File: src/rtl/spi_cfg_pkg.sv
package spi_cfg_pkg;

    localparam int ADDR_W = 5;
    localparam int BYTE_W = 8;
    localparam int NUM_ADDR = 1 << ADDR_W;

    typedef enum logic [1:0] {
        PH_CMD  = 2'd0,
        PH_DATA = 2'd1,
        PH_DONE = 2'd2
    } phase_t;

    // Command byte layout: direction in the top bit, then burst code, then address.
    typedef struct packed {
        logic              is_read;
        logic [1:0]        burst;
        logic [ADDR_W-1:0] addr;
    } cmd_t;

    function automatic cmd_t decode_cmd(input logic [BYTE_W-1:0] b);
        return cmd_t'(b);
    endfunction

    function automatic logic [ADDR_W-1:0] addr_step(input logic [ADDR_W-1:0] a);
        return a - ADDR_W'(1);
    endfunction

    function automatic logic [BYTE_W-1:0] reg_default(input logic [BYTE_W-1:0] base,
                                                      input int idx);
        return base ^ BYTE_W'(idx);
    endfunction

endpackage

File: src/rtl/spi_cfg_sync.sv
module spi_cfg_sync #(
    parameter int STAGES = 2
) (
    input  logic clk,
    input  logic rst_n,
    input  logic cs_n,
    input  logic sclk,
    input  logic sdi,
    output logic cs_act,
    output logic sdi_s,
    output logic rise_ev,
    output logic fall_ev
);
    localparam int NSIG = 3;
    localparam logic [NSIG-1:0] IDLE_LVL = 3'b100; // {cs_n, sclk, sdi}

    logic [STAGES-1:0][NSIG-1:0] stg;
    logic                        sclk_d;
    logic [NSIG-1:0]             last;

    always_ff @(posedge clk or negedge rst_n) begin
        if (!rst_n) begin
            stg    <= {STAGES{IDLE_LVL}};
            sclk_d <= 1'b0;
        end else begin
            stg[0] <= {cs_n, sclk, sdi};
            for (int s = 1; s < STAGES; s++) begin
                stg[s] <= stg[s-1];
            end
            sclk_d <= stg[STAGES-1][1];
        end
    end

    assign last    = stg[STAGES-1];
    assign cs_act  = ~last[2];
    assign sdi_s   = last[0];
    assign rise_ev = last[1] & ~sclk_d;
    assign fall_ev = ~last[1] & sclk_d;

endmodule

File: src/rtl/spi_cfg_frame.sv
module spi_cfg_frame
    import spi_cfg_pkg::*;
(
    input  logic              clk,
    input  logic              rst_n,
    input  logic              cs_act,
    input  logic              sdi,
    input  logic              rise_ev,
    input  logic              fall_ev,
    input  logic [BYTE_W-1:0] rd_data,
    output logic [ADDR_W-1:0] cur_addr,
    output logic              wr_en,
    output logic [BYTE_W-1:0] wr_data,
    output logic              sdio_o,
    output logic              sdio_oe,
    output logic              in_data
);
    phase_t            phase;
    logic [2:0]        bit_cnt;
    logic [6:0]        shreg;
    logic [1:0]        left;
    logic              is_rd;
    logic              dout;
    logic [BYTE_W-1:0] nxt_byte;
    logic              byte_full;
    cmd_t              cmd;

    assign nxt_byte  = {shreg, sdi};
    assign byte_full = rise_ev && (bit_cnt == 3'd7);
    assign cmd       = decode_cmd(nxt_byte);
    assign wr_en     = cs_act && (phase == PH_DATA) && !is_rd && byte_full;
    assign wr_data   = nxt_byte;
    assign in_data   = (phase == PH_DATA);
    assign sdio_oe   = (phase == PH_DATA) && is_rd;
    assign sdio_o    = dout;

    always_ff @(posedge clk or negedge rst_n) begin
        if (!rst_n) begin
            phase    <= PH_CMD;
            bit_cnt  <= '0;
            shreg    <= '0;
            left     <= '0;
            is_rd    <= 1'b0;
            dout     <= 1'b0;
            cur_addr <= '0;
        end else if (!cs_act) begin
            phase   <= PH_CMD;
            bit_cnt <= '0;
            left    <= '0;
            is_rd   <= 1'b0;
            dout    <= 1'b0;
        end else begin
            if (rise_ev && phase != PH_DONE) begin
                shreg   <= nxt_byte[6:0];
                bit_cnt <= bit_cnt + 3'd1;
                if (byte_full) begin
                    if (phase == PH_CMD) begin
                        is_rd    <= cmd.is_read;
                        left     <= cmd.burst;
                        cur_addr <= cmd.addr;
                        phase    <= PH_DATA;
                    end else begin
                        cur_addr <= addr_step(cur_addr);
                        if (left == 2'd0) phase <= PH_DONE;
                        else              left  <= left - 2'd1;
                    end
                end
            end
            if (fall_ev && phase == PH_DATA && is_rd) begin
                dout <= rd_data[3'd7 - bit_cnt];
            end
        end
    end

endmodule

File: src/rtl/spi_cfg_regbank.sv
module spi_cfg_regbank
    import spi_cfg_pkg::*;
#(
    parameter int              IMPL_REGS = 24,
    parameter logic [BYTE_W-1:0] RST_BASE = 8'h5A
) (
    input  logic              clk,
    input  logic              rst_n,
    input  logic              wr_en,
    input  logic [ADDR_W-1:0] wr_addr,
    input  logic [BYTE_W-1:0] wr_data,
    input  logic [ADDR_W-1:0] rd_addr,
    output logic [BYTE_W-1:0] rd_data
);
    localparam int FLAT_W = IMPL_REGS * BYTE_W;

    logic [FLAT_W-1:0] flat;

    generate
        for (genvar i = 0; i < IMPL_REGS; i++) begin : g_reg
            logic [BYTE_W-1:0] q;
            always_ff @(posedge clk or negedge rst_n) begin
                if (!rst_n)
                    q <= reg_default(RST_BASE, i);
                else if (wr_en && wr_addr == ADDR_W'(i))
                    q <= wr_data;
            end
            assign flat[i*BYTE_W +: BYTE_W] = q;
        end
    endgenerate

    always_comb begin
        rd_data = '0;
        for (int i = 0; i < IMPL_REGS; i++) begin
            if (rd_addr == ADDR_W'(i)) rd_data = flat[i*BYTE_W +: BYTE_W];
        end
    end

endmodule

File: src/rtl/spi_cfg_port.sv
module spi_cfg_port
    import spi_cfg_pkg::*;
#(
    parameter int                SYNC_STAGES = 2,
    parameter int                IMPL_REGS   = 24,
    parameter logic [BYTE_W-1:0] RST_BASE    = 8'h5A
) (
    input  logic clk,
    input  logic rst_n,
    input  logic cs_n,
    input  logic sclk,
    input  logic sdio_i,
    output logic sdio_o,
    output logic sdio_oe,
    output logic sdo
);
    logic              cs_act;
    logic              sdi_s;
    logic              rise_ev;
    logic              fall_ev;
    logic [ADDR_W-1:0] cur_addr;
    logic              wr_en;
    logic [BYTE_W-1:0] wr_data;
    logic [BYTE_W-1:0] rd_data;
    logic              in_data;

    spi_cfg_sync #(.STAGES(SYNC_STAGES)) u_sync (
        .clk     (clk),
        .rst_n   (rst_n),
        .cs_n    (cs_n),
        .sclk    (sclk),
        .sdi     (sdio_i),
        .cs_act  (cs_act),
        .sdi_s   (sdi_s),
        .rise_ev (rise_ev),
        .fall_ev (fall_ev)
    );

    spi_cfg_frame u_frame (
        .clk      (clk),
        .rst_n    (rst_n),
        .cs_act   (cs_act),
        .sdi      (sdi_s),
        .rise_ev  (rise_ev),
        .fall_ev  (fall_ev),
        .rd_data  (rd_data),
        .cur_addr (cur_addr),
        .wr_en    (wr_en),
        .wr_data  (wr_data),
        .sdio_o   (sdio_o),
        .sdio_oe  (sdio_oe),
        .in_data  (in_data)
    );

    spi_cfg_regbank #(.IMPL_REGS(IMPL_REGS), .RST_BASE(RST_BASE)) u_bank (
        .clk     (clk),
        .rst_n   (rst_n),
        .wr_en   (wr_en),
        .wr_addr (cur_addr),
        .wr_data (wr_data),
        .rd_addr (cur_addr),
        .rd_data (rd_data)
    );

    assign sdo = sdio_oe & sdio_o;

endmodule

File: config.mk
export PLATFORM = sky130hd
export DESIGN_NAME = spi_cfg_port
export DESIGN_NICKNAME = d
export VERILOG_FILES = /design/src/rtl/spi_cfg_pkg.sv /design/src/rtl/spi_cfg_sync.sv /design/src/rtl/spi_cfg_frame.sv /design/src/rtl/spi_cfg_regbank.sv /design/src/rtl/spi_cfg_port.sv
export SDC_FILE = /design/constraint.sdc
export NUM_CORES = 1
export LEC_CHECK = 0
export BUFFER_PORTS_ARGS = -buffer_cell sky130_fd_sc_hd__buf_2
export CORE_MARGIN = 5
export CORE_UTILIZATION = 50
export DETAILED_ROUTE_END_ITERATION = 10
export HOLD_SLACK_MARGIN = 0.06
export PLACE_DENSITY = 0.65
export SYNTH_ARGS = -nofsm -noshare
export SYNTH_HDL_FRONTEND = slang
export SYNTH_HIERARCHICAL = 1
export SYNTH_SLANG_ARGS = --single-unit
File: constraint.sdc
create_clock -name clk -period 6 [get_ports clk]
set_clock_uncertainty 0.05 [all_clocks]
set_input_delay 0.3 -clock clk [delete_from_list [all_inputs] [get_ports clk]]
set_output_delay 0.3 -clock clk [all_outputs]
set_load 0.05 [all_outputs]
==> run summary, run 1 <==
Status - completed
TritonRoute pass-1 iters - 6
HPWL after DPL - 17,100 µm
Placeable core area - 21,700 µm²
Post-Layout Cell Count - 1,170
Layout cell share with drive strength beyond 1 - 0.439
Clk buf depth - 3
Fin Hold WS - 0.306 ns
Total power - 3260 µW
Mapped cell area - 11,000 µm²
DP Worst Slack - 2.32 ns
Mux contribution to synthesized area - 0.261
Synth Flop Type - dfrtp_1
Vias per cell - 6.19
Final nets - 880
Vias in the first global route - 7,329
Clock latency on the worst-skew pair - 0.53 ns
Synthesized area per cell - 12.4 µm²
Synth area leader - dfrtp_1
Cell family with most CP delay - compound AO/OA/AOI/OAI gates
Post-Syn Instances - 886
Seq cells post-synth - 220
Final worst path period share - 0.631
FFs w/ async S/R, synth - 1.00
Synth-to-Final Area Change - 8.61%
Drt initial violations - 667
Initial Utilization - 0.505
RePlAce Congestion - 0.902
Worst relative slew slack - 0.153
Power per cell area - 274 nW/µm²
Worst vdd ir - 0.200 mV
Clk pwr share - 0.447
Internal power - 2410 µW
Logic pwr share - 0.027
Die Height - 158 µm
CP Class - reg2reg
CP required - 6.38 ns
Final setup violation count - 0
Global-route wire length before repair - 44,000 µm
Seq/Total Area, Yosys - 0.513
Final WL - 27,900 µm
Initial antenna violation count - 0
Mapped Nets - 895
Worst path buffer plus inverter count - 1
Largest family of logic cells by synthesized area - multiplexers
Yosys top cell area share - 0.288
CP arrival - 4.17 ns
Worst-path clk slew - 0.06 ns
Most area-consuming cells after synthesis - dfrtp_1, dfstp_2, mux2_2, mux2i_1, mux4_2
Switch share - 0.260
P_leak - 0.00506 µW
Minimum clock period - 3.79 ns
Switch Pwr - 849 µW
Crit path launch type - register
CP endpoint kind - register
Total CTS buffers - 25
Drc violations - 0
Largest net degree at the start of global routing - 117
Via count - 7,237
Final hold violation count - 0
WL/cell - 23.8 µm
Antenna cells - 0
Post-CTS setup buffers - 0
Yosys warnings - 6
Commonest cells after routing, fill and taps aside - mux2_2, dfrtp_1, dfstp_2, nand2_1, a21oi_1
Post-Synth Simple-Gate Area - 0.0984
RSZ-0062 raised after global routing - false
Max_cap viols - 0
Port buffer count - 7
Largest stage delay on the critical path - 1.00 ns
Slowest-stage cell, CP - dfrtp_4
Final setup margin - 2.21 ns
GRT Total Usage - 0.229
H-tree level count - 1
CP max FO - 60
Number of cell rows - 54
Crit-path cells - buf_4 > nor2b_2 > nand3_1 > nor2_1 > o41ai_1 > a22o_1 > mux2i_1 > nor3b_1 > a311oi_1 > a31oi_1
Worst Hold Class - reg2reg
Unique masters post-synth - 77
Compound-Gate Fraction of Synth Area - 0.0860
F_max - 264 MHz
CTS tree - done
I/O pin total - 8
Total clock sinks - 220
Die X - 158 µm
Slew @ Worst Pin - 1.27 ns
Cell total after placement - 1,120
Setup tns final - 0 ns
Die Area - 25,000 µm²
Most common cell after layout, fill and taps aside - mux2_2
Root buffer cell - clkbuf_16
Synth Area in Adders - 0.00457
Grt total ovfl - 0
Max Slew Vio Count - 0
Post-Synth XOR/XNOR Area - 0.000799
Seq pwr share - 0.526
ANT nets after route - 0
EDFF count, synth - 0
[cell usage after synthesis (3+ instances only)]
| cell type | count |
|---|---|
| and2_1 | 8 |
| nor2b_1 | 11 |
| or4_1 | 3 |
| nand3_1 | 17 |
| a21oi_1 | 41 |
| a211oi_1 | 8 |
| inv_1 | 13 |
| dfrtp_1 | 126 |
| o21ai_1 | 3 |
| or3_1 | 4 |
| nand2_1 | 49 |
| o22ai_1 | 6 |
| a31oi_1 | 12 |
| buf_2 | 18 |
| dfstp_2 | 94 |
| nor2_1 | 36 |
| or2_2 | 4 |
| a211o_1 | 3 |
| o221ai_1 | 7 |
| nor3_1 | 10 |
| nor2_2 | 7 |
| nor4_1 | 3 |
| clkbuf_1 | 26 |
| mux2i_1 | 27 |
| ha_1 | 4 |
| nand2b_1 | 14 |
| buf_4 | 8 |
| a311oi_1 | 4 |
| buf_6 | 6 |
| a221oi_1 | 3 |
| mux2_4 | 7 |
| o21ai_0 | 27 |
| nor3b_1 | 7 |
| and3_1 | 5 |
| a22oi_1 | 5 |
| o211ai_1 | 7 |
| mux4_2 | 11 |
| mux2_2 | 199 |
[power groups by stage]
stage | clock (µW) | sequential [µW] | combinational (µW)
after floorplan | 0 | 1560 | 125
after global placement | 0 | 1740 | 85.9
after detailed placement | 0 | 1740 | 87.0
after CTS | 1490 | 1720 | 89.5
after global routing | 1550 | 1720 | 97.2
final | 1460 | 1720 | 86.8
[registers in the layout (all words and copies together) (netlist names)]
signal and count:
u_frame/shreg 7, u_frame/bit_cnt 3, u_frame/sdio_o 1, u_sync/stg 3, u_frame/phase 2, u_sync/sclk_d 1
u_frame/is_rd 1, u_bank/g.q 192, u_frame/cur_addr 5, u_sync/last 3, u_frame/left 2
[worst paths after layout]
kind                            depth (start not counted)  slack, ns                           endpoint                            start
worst max-delay path                                   10       2.21         u_frame/sdio_o$_DFFE_PN0P_  u_frame/cur_addr[0]$_DFFE_PN0P_
worst max register to register                         10       2.21         u_frame/sdio_o$_DFFE_PN0P_  u_frame/cur_addr[0]$_DFFE_PN0P_
min in group asynchronous                               2       0.39    u_frame/cur_addr[0]$_DFFE_PN0P_                            rst_n
max in group asynchronous                               3       4.27  u_bank/g_reg[16].q[2]$_DFFE_PN0P_                            rst_n
worst min register to register                          0       0.31           u_sync/last[1]$_DFF_PN0_          u_sync/stg[1]$_DFF_PN0_
worst min-delay path                                    0       0.31           u_sync/last[1]$_DFF_PN0_          u_sync/stg[1]$_DFF_PN0_
[stage by stage]
step                utilization  area, µm²
floorplan                     -      11000
global placement          0.511      11100
detailed placement        0.511      11100
CTS                       0.549      11900
global route              0.549      11900
finish                    0.549      11900
[cell type report]
class / instances / area [µm²]
Timing Repair Buffer: 18 / 138
Multi-Input combinational cell: 591 / 4940
Fill cell: 1823 / 9790
Inverter: 15 / 56.3
Clock inverter: 8 / 68.8
Tap cell: 280 / 350
Sequential cell: 220 / 5630
Clock buffer: 38 / 714
[what timing repair did]
action,CTS,global route
resized for setup,0,0
hold buffers,4,0
hold endpoints to repair,66,0
[routing by layer]
layer,vias to the layer above,share of wire,GRT usage
li1,3199,-,-
met1,3709,0.45,0.328
met2,275,0.47,0.366
met3,54,0.056,0.0331
met4,0,0.027,0.0609
met5,-,0,0
[kinds of logic (layout without fill, tap and decap cells)]
family	count (synthesis)	count (layout)
xor+xnor	1	1
buf+inv	75	79
compound gates	145	145
simple gates	197	197
fa+ha+maj	4	4
mux	244	244
flops	220	220
[worst register-to-register path, cell delays in order (launching register included)]
cell and delay [ns]:
dfrtp_4 1.00, buf_4 0.60, nor2b_2 0.28, nand3_1 0.27, nor2_1 0.07, o41ai_1 0.63, a22o_1 0.24, mux2i_1 0.08
nor3b_1 0.22, a311oi_1 0.07, a31oi_1 0.19
No activity file was read; power rests on OpenSTA's default activity.
==> inputs of run 2 (changes only) <==
==> constraint.sdc (replaced) <==
create_clock -name clk -period 3.7 [get_ports clk]
set_clock_uncertainty 0.05 [all_clocks]
set_input_delay 0.185 -clock clk [delete_from_list [all_inputs] [get_ports clk]]
set_output_delay 0.185 -clock clk [all_outputs]
set_load 0.05 [all_outputs]
==> run 2 against run 1 <==
Net effect: die area stayed put; clock power is 68% higher; final cell count is 1.6% higher; total power is 66% higher; maximum frequency is 11% higher; first-iteration DRC count is 4.6% lower; hold slack worse by 0.053 ns; sequential share of layout area is 0.88 points lower; sequential power is 57% higher; highest routed layer unchanged.
==> run summary, run 2 (same netlist as run 1, synthesis figures left out) <==
Clock latency on the worst-skew pair - 0.52 ns (was 0.53 ns)
Final setup violation count - 0 (unchanged)
Worst-path clk slew - 0.07 ns (was 0.06 ns)
Total clock sinks - 220 (unchanged)
Minimum clock period - 3.40 ns (was 3.79 ns)
Clk buf depth - 3 (unchanged)
Top flop regs - u_bank/g.q x192, u_frame/shreg x7, u_frame/cur_addr x5 (unchanged)
Drt initial violations - 636 (was 667)
Filler cells - 1,793 (was 1,823)
Final hold violation count - 0 (unchanged)
Grt total ovfl - 0 (unchanged)
Worst Hold Class - in2async (was reg2reg)
CP required - 4.09 ns (was 6.38 ns)
Largest stage delay on the critical path - 0.68 ns (was 1.00 ns)
Number of cell rows - 54 (unchanged)
Synth-to-Final Area Change - 10.7% (was 8.61%)
Cell family with most CP delay - simple AND/OR/NAND/NOR gates (was compound AO/OA/AOI/OAI gates)
CTS resizes - 0 (unchanged)
Commonest cells after routing, fill and taps aside - mux2_2, dfrtp_1, dfstp_2, nand2_1, a21oi_1 (unchanged)
Final WL - 28,400 µm (was 27,900 µm)
Final worst path period share - 0.919 (was 0.631)
Most flops, register - u_bank/g.q (unchanged)
Post-CTS setup buffers - 0 (unchanged)
Initial antenna violation count - 0 (unchanged)
Setup tns final - 0 ns (unchanged)
CP Class - reg2reg (unchanged)
Slowest-stage cell, CP - nor2b_2 (was dfrtp_4)
H-tree level count - 1 (unchanged)
Max Slew Vio Count - 0 (unchanged)
GRT Total Usage - 0.232 (was 0.229)
Worst vdd ir - 0.312 mV (was 0.200 mV)
Die X - 158 µm (unchanged)
Crit path launch type - register (unchanged)
Vias per cell - 6.16 (was 6.19)
HPWL after DPL - 17,800 µm (was 17,100 µm)
ANT nets after route - 0 (unchanged)
I/O pin total - 8 (unchanged)
Power per cell area - 446 nW/µm² (was 274 nW/µm²)
Final nets - 900 (was 880)
Antenna cells - 0 (unchanged)
CP endpoint kind - register (unchanged)
Root buffer cell - clkbuf_16 (unchanged)
Via count - 7,325 (was 7,237)
Crit-path cells - nor2b_2 > a22oi_1 > o221ai_1 > a21oi_1 > nor4_1 > a2bb2oi_1 > mux2i_1 > or3_1 > a31oi_1 (was buf_4 > nor2b_2 > nand3_1 > nor2_1 > o41ai_1 > a22o_1 > mux2i_1 > nor3b_1 > a311oi_1 > a31oi_1)
Global-route wire length before repair - 44,900 µm (was 44,000 µm)
TritonRoute pass-1 iters - 5 (was 6)
Core Util, Final - 0.559 (was 0.549)
Placeable core area - 21,700 µm² (unchanged)
CP arrival - 3.79 ns (was 4.17 ns)
Die Area - 25,000 µm² (unchanged)
Drc violations - 0 (unchanged)
Die Height - 158 µm (unchanged)
Max FFs per register - 192 (unchanged)
RePlAce Congestion - 0.904 (was 0.902)
Layout cell share with drive strength beyond 1 - 0.453 (was 0.439)
CP max FO - 34 (was 60)
Port buffer count - 7 (unchanged)
Total CTS buffers - 24 (was 25)
Status - completed (unchanged)
Largest net degree at the start of global routing - 112 (was 117)
Vias in the first global route - 7,531 (was 7,329)
Initial Utilization - 0.505 (unchanged)
Max_cap viols - 0 (unchanged)
Slew @ Worst Pin - 1.20 ns (was 1.27 ns)
CTS tree - done (unchanged)
F_max - 294 MHz (was 264 MHz)
P_leak - 0.00519 µW (was 0.00506 µW)
WL/cell - 23.9 µm (was 23.8 µm)
RSZ-0062 raised after global routing - false (unchanged)
Most common cell after layout, fill and taps aside - mux2_2 (unchanged)
Worst relative slew slack - 0.203 (was 0.153)
Worst path buffer plus inverter count - 0 (was 1)
-- run 2: cell count changes in the layout (fill, tap and decap cells not counted), sizes merged --
cell	delta
buf	+21
bufinv	+2
clkbuf	-3
inv	-1
-- run 2: repair_timing --
action	CTS	global route
endpoints found under the setup margin	0	0
hold endpoints to repair	70	0
hold buffers	4	0
-- run 2: worst paths after layout --
check	start	end	slack (ns)	cells past startpoint
worst max-delay path	u_frame/cur_addr[0]$_DFFE_PN0P_	u_frame/sdio_o$_DFFE_PN0P_	0.30	9
worst min-delay path	rst_n	u_sync/stg[0]$_DFF_PN0_	0.25	2
worst max register to register	u_frame/cur_addr[0]$_DFFE_PN0P_	u_frame/sdio_o$_DFFE_PN0P_	0.30	9
worst min register to register	u_sync/stg[1]$_DFF_PN0_	u_sync/last[1]$_DFF_PN0_	0.31	0
max in group asynchronous	rst_n	u_bank/g_reg[22].q[2]$_DFFE_PN1P_	2.41	3
min in group clk	sclk	u_sync/stg[1]$_DFF_PN0_	0.28	2
-- run 2: power breakdown --
part	switching (µW)	internal, µW
combinational	151	90.4
clock	958	1510
sequential	258	2440
total	1370	4040
-- run 2: metrics by stage --
step / cell area (µm²) / power, µW / hold WS (ns) / setup slack (ns) / std cells
3_3_place_gp: 11300 / 2970 / 0.241 / 0.351 / 1141
2_1_floorplan: 11000 / 2740 / -0.161 / 1.12 / 886
3_5_place_dp: 11300 / 2970 / 0.242 / 0.366 / 1141
6_report: 12100 / 5410 / 0.254 / 0.301 / 1189
4_1_cts: 12100 / 5460 / 0.246 / 0.318 / 1189
5_1_grt: 12100 / 5580 / 0.274 / 0.192 / 1189
-- run 2: per-layer routing --
layer,global-route usage,vias up,routed length [µm]
met3,0.0331,63,1660
met1,0.337,3772,12900
met2,0.366,245,13000
met4,0.0654,0,811
met5,0,-,0
li1,-,3245,-
-- run 2: final cells by class --
class / instances / area, µm² / area share
clock buffers: 35 / 693 / 0.0572
inverters: 15 / 56.3 / 0.00464
repair buffers: 39 / 333 / 0.0274
clock inverters: 9 / 120 / 0.00991
well taps: 280 / 350 / 0.0289
flip-flops and latches: 220 / 5630 / 0.464
multi-input cells: 591 / 4940 / 0.408
==> inputs of run 3 (changes only) <==
--- a/config.mk
+++ b/config.mk
@@ -7,10 +7,10 @@
 export LEC_CHECK = 0
 export BUFFER_PORTS_ARGS = -buffer_cell sky130_fd_sc_hd__buf_2
 export CORE_MARGIN = 5
-export CORE_UTILIZATION = 50
+export CORE_UTILIZATION = 62
 export DETAILED_ROUTE_END_ITERATION = 10
 export HOLD_SLACK_MARGIN = 0.06
-export PLACE_DENSITY = 0.65
+export PLACE_DENSITY = 0.78
 export SYNTH_ARGS = -nofsm -noshare
 export SYNTH_HDL_FRONTEND = slang
 export SYNTH_HIERARCHICAL = 1
==> run 3 against run 2 <==
Net effect: sequential share of layout area increased by 0.45 points; via count increased by 3.7%; clock power decreased by 4%; non-clock buffer count unchanged; register-to-register slack got worse by 0.09 ns; global-route usage increased by 6.0 points; combinational power decreased by 40%; utilization increased by 14 points; total power decreased by 1.8%; sequential cell count unchanged; critical path type unchanged; largest power group unchanged.
==> run summary, run 3 (same netlist as run 1, synthesis figures left out) <==
Global-route wire length before repair - 45,900 µm (was 44,900 µm)
Vias in the first global route - 7,780 (was 7,531)
Max_cap viols - 0 (unchanged)
Initial Utilization - 0.633 (was 0.505)
Final setup margin - 0.208 ns (was 0.301 ns)
Antenna cells - 0 (unchanged)
Post-DP Area - 11,200 µm² (was 11,300 µm²)
WL/cell - 25.5 µm (was 23.9 µm)
ANT nets after route - 0 (unchanged)
FF-to-FF Start - u_frame/cur_addr[0]$_DFFE_PN0P_ (unchanged)
HPWL after DPL - 18,900 µm (was 17,800 µm)
Final nets - 900 (unchanged)
RePlAce Congestion - 0.987 (was 0.904)
Crit path launch type - register (unchanged)
Grt total ovfl - 0 (unchanged)
Most common cell after layout, fill and taps aside - mux2_2 (unchanged)
P_leak - 0.00517 µW (was 0.00519 µW)
Filler cells - 1,197 (was 1,793)
Status - completed (unchanged)
DP Worst Slack - 0.299 ns (was 0.366 ns)
Drc violations - 0 (unchanged)
GRT Total Usage - 0.292 (was 0.232)
CP endpoint kind - register (unchanged)
Root buffer cell - clkbuf_16 (unchanged)
Logic pwr share - 0.027 (was 0.045)
CP arrival - 3.83 ns (was 3.79 ns)
Switch share - 0.262 (was 0.253)
Worst Hold Class - in2async (unchanged)
F_max - 286 MHz (was 294 MHz)
CP Class - reg2reg (unchanged)
Internal power - 3920 µW (was 4040 µW)
Layout cell share with drive strength beyond 1 - 0.455 (was 0.453)
Max Slew Vio Count - 0 (unchanged)
Die Area - 20,400 µm² (was 25,000 µm²)
Via count - 7,595 (was 7,325)
Vias per cell - 6.70 (was 6.16)
Largest net degree at the start of global routing - 83 (was 112)
Total CTS buffers - 24 (unchanged)
Initial antenna violation count - 0 (unchanged)
Synth-to-Final Area Change - 9.59% (was 10.7%)
Commonest cells after routing, fill and taps aside - mux2_2, dfrtp_1, dfstp_2, nand2_1, a21oi_1 (unchanged)
CP max FO - 34 (unchanged)
TritonRoute pass-1 iters - 6 (was 5)
Final hold violation count - 0 (unchanged)
Drt initial violations - 801 (was 636)
Worst-path clk slew - 0.06 ns (was 0.07 ns)
Slew @ Worst Pin - 1.26 ns (was 1.20 ns)
Most flops, register - u_bank/g.q (unchanged)
Clk buf depth - 3 (unchanged)
Final setup violation count - 0 (unchanged)
Number of cell rows - 48 (was 54)
Final worst path period share - 0.944 (was 0.919)
Worst vdd ir - 0.620 mV (was 0.312 mV)
CP required - 4.03 ns (was 4.09 ns)
Setup tns final - 0 ns (unchanged)
Max FFs per register - 192 (unchanged)
Worst relative slew slack - 0.157 (was 0.203)
Minimum clock period - 3.49 ns (was 3.40 ns)
Switch Pwr - 1390 µW (was 1370 µW)
Die Height - 143 µm (was 158 µm)
Final WL - 29,000 µm (was 28,400 µm)
Port buffer count - 7 (unchanged)
Clock latency on the worst-skew pair - 0.53 ns (was 0.52 ns)
CTS resizes - 0 (unchanged)
RSZ-0062 raised after global routing - false (unchanged)
Worst setup startpoint - u_frame/cur_addr[0]$_DFFE_PN0P_ (unchanged)
I/O pin total - 8 (unchanged)
H-tree level count - 1 (unchanged)
Power per cell area - 442 nW/µm² (was 446 nW/µm²)
Total clock sinks - 220 (unchanged)
Clk pwr share - 0.446 (was 0.456)
Seq pwr share - 0.526 (was 0.500)
Final Cell Area - 12,000 µm² (was 12,100 µm²)
Top flop regs - u_bank/g.q x192, u_frame/shreg x7, u_frame/cur_addr x5 (unchanged)
Die X - 143 µm (was 158 µm)
Placeable core area - 17,300 µm² (was 21,700 µm²)
CTS tree - done (unchanged)
[run 3: changes by cell type in the layout (fill, tap and decap cells not counted)]
cell and delta:
clkbuf_16 -1, clkinv_8 +1, inv_8 +1, clkinv_2 +1
buf_12 -2, clkbuf_1 -2, bufinv_16 -1, clkbuf_8 +1
buf_4 +2, clkinvlp_4 +1, buf_8 -1
[run 3: final timing paths]
path / end / slack, ns / depth (start not counted)
max: u_frame/sdio_o$_DFFE_PN0P_ / 0.21 / 10
min: u_bank/g_reg[3].q[1]$_DFFE_PN0P_ / 0.22 / 2
max reg2reg: u_frame/sdio_o$_DFFE_PN0P_ / 0.21 / 10
min reg2reg: u_sync/last[2]$_DFF_PN1_ / 0.31 / 0
max in group asynchronous: u_bank/g_reg[12].q[6]$_DFFE_PN1P_ / 2.35 / 3
min in group clk: u_sync/stg[0]$_DFF_PN0_ / 0.28 / 2
[run 3: final cells by class]
type	count	area, µm²	area share
tap	225	282	0.0234
multi-input combinational	591	4940	0.412
inverter	15	56.3	0.00469
clock inverter	12	130	0.0108
sequential	220	5630	0.469
timing repair buffer	39	307	0.0255
clock buffer	32	661	0.0550
[run 3: worst max-delay path, cell delays in order (launching register included)]
cell	delay, ns
dfrtp_4	0.80
inv_2	0.27
or3_1	0.44
a311oi_1	0.60
o221ai_1	0.24
o21ai_1	0.16
o211ai_1	0.14
mux2i_1	0.16
nor3b_1	0.07
a311oi_1	0.27
a31oi_1	0.12
[run 3: metrics by stage]
stage | utilization | cells | hold WS, ns | total power (µW)
final | 0.694 | 1134 | 0.223 | 5310
after global routing | 0.694 | 1134 | 0.272 | 5480
after CTS | 0.694 | 1134 | 0.246 | 5340
after detailed placement | 0.646 | 1086 | 0.228 | 2960
after global placement | 0.646 | 1086 | 0.224 | 2950
after floorplan | - | 886 | -0.161 | 2740
[run 3: power by group through the flow]
stage | clock network [µW] | logic (µW) | registers (µW)
finish | 2370 | 146 | 2790
CTS | 2410 | 149 | 2780
detailed placement | 0 | 144 | 2820
floorplan | 0 | 202 | 2540
global route | 2520 | 162 | 2800
global placement | 0 | 138 | 2810
[run 3: layer usage]
layer | track usage | routed length (µm) | part of all wire | vias to the layer above
met5 | 0 | 0 | 0 | -
met4 | 0.104 | 1050 | 0.036 | 0
met3 | 0.0589 | 2160 | 0.075 | 74
met2 | 0.454 | 13500 | 0.47 | 327
met1 | 0.412 | 12300 | 0.42 | 3946
li1 | - | - | - | 3248
[run 3: repair_timing]
action                                 4_1_cts  5_1_grt
buffers inserted                             0        0
hold buffers                                 4        0
endpoints found under the hold margin       59        0
